==> src/rtl/xbank_pkg.sv <==
package xbank_pkg;
  localparam int unsigned ADDR_W  = 16;
  localparam int unsigned DATA_W  = 8;
  localparam int unsigned LEG_W   = 2;
  localparam int unsigned LEG_LSB = 2;
  localparam int unsigned EN_BIT  = 4;
  localparam logic [7:0]  REG_PAGE = 8'hD3;
  localparam logic [7:0]  REG_OFF  = 8'hFF;
  localparam logic [1:0]  WIN_TAG  = 2'b01;

  typedef struct packed {
    logic page_hit;
    logic reg_hit;
  } dec_t;
endpackage

==> src/rtl/xbank_decode.sv <==
module xbank_decode
  import xbank_pkg::*;
#(
  parameter int unsigned AW       = ADDR_W,
  parameter logic [7:0]  PAGE     = REG_PAGE,
  parameter logic [7:0]  OFFSET   = REG_OFF
) (
  input  logic [AW-1:0] addr_i,
  output dec_t          dec_o
);
  localparam int unsigned PW = AW - 8;
  logic [7:0] low_match;

  // full decode of the low byte, bit by bit
  for (genvar b = 0; b < 8; b++) begin : g_low
    assign low_match[b] = ~(addr_i[b] ^ OFFSET[b]);
  end

  always_comb begin
    dec_o.page_hit = (addr_i[AW-1 -: PW] == PW'(PAGE));
    dec_o.reg_hit  = dec_o.page_hit & (&low_match);
  end
endmodule

==> src/rtl/xbank_store.sv <==
module xbank_store #(
  parameter int unsigned DW = 8
) (
  input  logic          clk_i,
  input  logic          rst_ni,
  input  logic          phi2_i,
  input  logic          wr_hit_i,
  input  logic [DW-1:0] data_i,
  output logic [DW-1:0] q_o
);
  logic phi2_q;
  logic phi2_fall;

  assign phi2_fall = phi2_q & ~phi2_i;

  always_ff @(posedge clk_i or negedge rst_ni) begin
    if (!rst_ni) begin
      phi2_q <= 1'b0;
      q_o    <= '0;
    end else begin
      phi2_q <= phi2_i;
      if (phi2_fall && wr_hit_i) q_o <= data_i;
    end
  end
endmodule

==> src/rtl/xbank_map.sv <==
module xbank_map #(
  parameter int unsigned AW     = 16,
  parameter int unsigned DW     = 8,
  parameter int unsigned LW     = 2,
  parameter int unsigned LSB    = 2,
  parameter int unsigned EN     = 4,
  parameter logic [1:0]  WIN    = 2'b01
) (
  input  logic [AW-1:0]    addr_i,
  input  logic [7:0]       portb_i,
  input  logic [DW-1:0]    reg_i,
  output logic [DW+LW-1:0] bank_o,
  output logic             ext_sel_o
);
  assign bank_o    = {reg_i, portb_i[LSB +: LW]};
  // enable bit is active low on the legacy port
  assign ext_sel_o = ~portb_i[EN] & (addr_i[AW-1 -: 2] == WIN);
endmodule

==> src/rtl/xbank_reg.sv <==
module xbank_reg
  import xbank_pkg::*;
#(
  parameter int unsigned AW  = ADDR_W,
  parameter int unsigned DW  = DATA_W,
  parameter int unsigned LW  = LEG_W,
  localparam int unsigned BW = DW + LW
) (
  input  logic          clk_i,
  input  logic          rst_ni,
  input  logic [AW-1:0] addr_i,
  input  logic [DW-1:0] data_i,
  input  logic          rw_i,
  input  logic          phi2_i,
  input  logic [7:0]    portb_i,
  output logic [DW-1:0] data_o,
  output logic          data_oe_o,
  output logic          pia_cs_o,
  output logic [BW-1:0] bank_o,
  output logic          ext_sel_o
);
  dec_t          dec;
  logic [DW-1:0] reg_q;

  xbank_decode #(.AW(AW), .PAGE(REG_PAGE), .OFFSET(REG_OFF)) u_dec (
    .addr_i (addr_i),
    .dec_o  (dec)
  );

  xbank_store #(.DW(DW)) u_store (
    .clk_i    (clk_i),
    .rst_ni   (rst_ni),
    .phi2_i   (phi2_i),
    .wr_hit_i (dec.reg_hit & ~rw_i),
    .data_i   (data_i),
    .q_o      (reg_q)
  );

  xbank_map #(.AW(AW), .DW(DW), .LW(LW), .LSB(LEG_LSB), .EN(EN_BIT), .WIN(WIN_TAG)) u_map (
    .addr_i    (addr_i),
    .portb_i   (portb_i),
    .reg_i     (reg_q),
    .bank_o    (bank_o),
    .ext_sel_o (ext_sel_o)
  );

  assign pia_cs_o  = ~dec.reg_hit;
  assign data_oe_o = dec.reg_hit & rw_i & phi2_i;
  assign data_o    = reg_q;
endmodule

==> config.mk <==
export PLATFORM = sky130hd
export DESIGN_NAME = xbank_reg
export DESIGN_NICKNAME = d
export VERILOG_FILES = /design/src/rtl/xbank_pkg.sv /design/src/rtl/xbank_decode.sv /design/src/rtl/xbank_store.sv /design/src/rtl/xbank_map.sv /design/src/rtl/xbank_reg.sv
export SDC_FILE = /design/constraint.sdc
export NUM_CORES = 1
export LEC_CHECK = 0
export CORE_MARGIN = 4
export CORE_UTILIZATION = 28
export CTS_CLUSTER_SIZE = 30
export DETAILED_ROUTE_END_ITERATION = 12
export PLACE_DENSITY = 0.88
export SKIP_LAST_GASP = 1
export SYNTH_ARGS = -nofsm -noshare
export SYNTH_HDL_FRONTEND = slang
export SYNTH_HIERARCHICAL = 1
export SYNTH_SLANG_ARGS = --single-unit
export TNS_END_PERCENT = 50
==> constraint.sdc <==
create_clock -name clk_i -period 3.6 [get_ports clk_i]
set_input_delay 1.08 -clock clk_i [delete_from_list [all_inputs] [get_ports clk_i]]
set_output_delay 1.08 -clock clk_i [all_outputs]
set_load 0.01 [all_outputs]
==> metrics.txt <==
setup TNS 0 ns; Max Buffers Root-to-Sink 2; GRT Residual Overflow 0; clock sink total 9; Initial DRT Pass Iterations 1; initial antenna violation count 0; CTS root buf clkbuf_4; worst path required time 2.52 ns; Port-buffer cells between 40 and 50; Post-Syn Nets 73; Routed WL 1.26 mm; Die Y 49.7 um; drt drc 0; kind of critical path in -> out; post-layout net count 117; fin util between 60% and 70%; Post-Layout Cell Count 96; Design Area, Final around 950 um2; critical path arrival between 2 and 2.5 ns; Worst Tran Pin Value roughly 0.41 ns; placed cells 91; fill count 141; max_slew headroom 72.8%; die width slightly below 50 um; Tcrit/Tclk final a little over nine tenths; starting density of the core a little under a third; final setup fails 0; Layout Skew roughly 0.0006 ns; first-pass GRT wire length about 2.1 mm; Power Total between 0.2 and 0.25 mW; Crit Path Max Fanout 2; Hold Path Class reg -> reg; crit-path max cell delay between 0.4 and 0.5 ns; vias post-DR between 400 and 500; Place WS -0.292 ns; highest clock rate ~280 MHz; synthesized area per cell about 13 um2; CTS HTree Levels 1; CTS tree yes; YS warnings 6; vias per inst around 4.5; Final Hold Viols 0; layout cells sized above 1 roughly 23%; mapped cell area just under 500 um2; Worst VDD drop 151 uV; largest net degree at the start of global routing 10; GRT Util Overall about 11%; core box area approximately 1600 um2; TritonCTS buffer count 3; n_diodes 0; std cell rows 14; post-layout min period 3.56 ns; Placement Cell Area 911 um2; Max Cap Violations 0; clock-pin slew on the worst setup and hold paths 0.06 ns; nature of the critical path endpoint primary output; Post-CTS Hold Fix Bufs 0; first-iteration detailed-routing DRC count 0; full die area around 2500 um2; GP Congestion between 0.6 and 0.7; Clock Latency Late Sink 0.25 ns; Syn Inst Count 37; Area Growth Syn to Fin 93.8%; R2R depth 2; max-slew violation count 0; outcome finished, final reports clean; I/O pin count 57; drt wl/cell 13.2 um; worst hold slack approximately 0.53 ns; number of global-route vias before repair approximately 480; CP cell instances clkdlybuf4s50_1 > nand4bb_1 > nor4_2 > and3_2 > dlygate4sd2_1; Pwr per Cell Area 226 nW/um2; Pleak approximately 0.42 nW; Hold Path Stages 1; CP max-delay cell clkdlybuf4s50_1; Critical Path Start Type input pin; Routed Antenna Nets 0; unrepaired setup endpoints after global routing yes; Final WS setup approximately 0.039 ns
[sequential cells by signal, summed over array words and instances (netlist names)]
register,count
u_store/phi2_q,1
u_store/q_o,8
[placed cells by master (no fill, tap or decap)]
cell,instances
clkbuf_4,3
nand3b_4,1
nor4_2,1
dlymetal6s2s_1,1
buf_4,2
and2b_2,1
mux2_2,8
inv_1,1
dfrtp_1,9
nor3b_2,1
nand4b_1,1
clkdlybuf4s50_1,45
nand4bb_1,1
dlygate4sd2_1,1
nand4_1,2
and3_2,1
clkbuf_1,1
[critical path, delay by kind of cell]
| family | cells | cell delay, ns |
|---|---|---|
| buffers and inverters | 2 | 0.75 |
| and+or+nand+nor | 3 | 0.65 |
[worst paths after layout]
| check | end | start | slack (ns) |
|---|---|---|---|
| setup / recovery | data_oe_o | addr_i[15] | 0.04 |
| hold / removal | u_store/q_o[7]$_DFFE_PN0P_ | u_store/q_o[7]$_DFFE_PN0P_ | 0.53 |
| setup reg to reg | u_store/q_o[3]$_DFFE_PN0P_ | u_store/phi2_q$_DFF_PN0_ | 2.61 |
| hold reg to reg | u_store/q_o[7]$_DFFE_PN0P_ | u_store/q_o[7]$_DFFE_PN0P_ | 0.53 |
| max in group asynchronous | u_store/q_o[4]$_DFFE_PN0P_ | rst_ni | 2.19 |
| min in group asynchronous | u_store/q_o[5]$_DFFE_PN0P_ | rst_ni | 1.13 |
[routing by layer]
layer	up-vias	wire [um]	share of wire (%)	GRT usage (%)
met4	0	0	0	2.76
met2	20	738	58	21.1
li1	209	-	-	-
met1	199	423	33	11.6
met5	-	0	0	0
met3	0	102	8.1	3.92
[cell type report]
| cell class | count | area, um2 | area share [%] |
|---|---|---|---|
| Inverter | 1 | 3.75 | 0.397 |
| Multi-Input combinational cell | 17 | 184 | 19.4 |
| Timing Repair Buffer | 49 | 487 | 51.5 |
| Sequential cell | 9 | 225 | 23.8 |
| Tap cell | 16 | 20.0 | 2.12 |
| Clock buffer | 4 | 26.3 | 2.78 |
[report_power, final]
part	internal (mW)	switching, mW	leakage, nW
logic	0.0298	0.00746	0.279
clock network	0.0425	0.0322	0.0150
registers	0.102	0.000429	0.123
[what timing repair did]
item,in CTS,in global routing
setup buffers,1,0
pin swaps,1,1
endpoints found under the setup margin,2,1
gates resized for setup,1,1
Power figures use the tool's default switching activity.
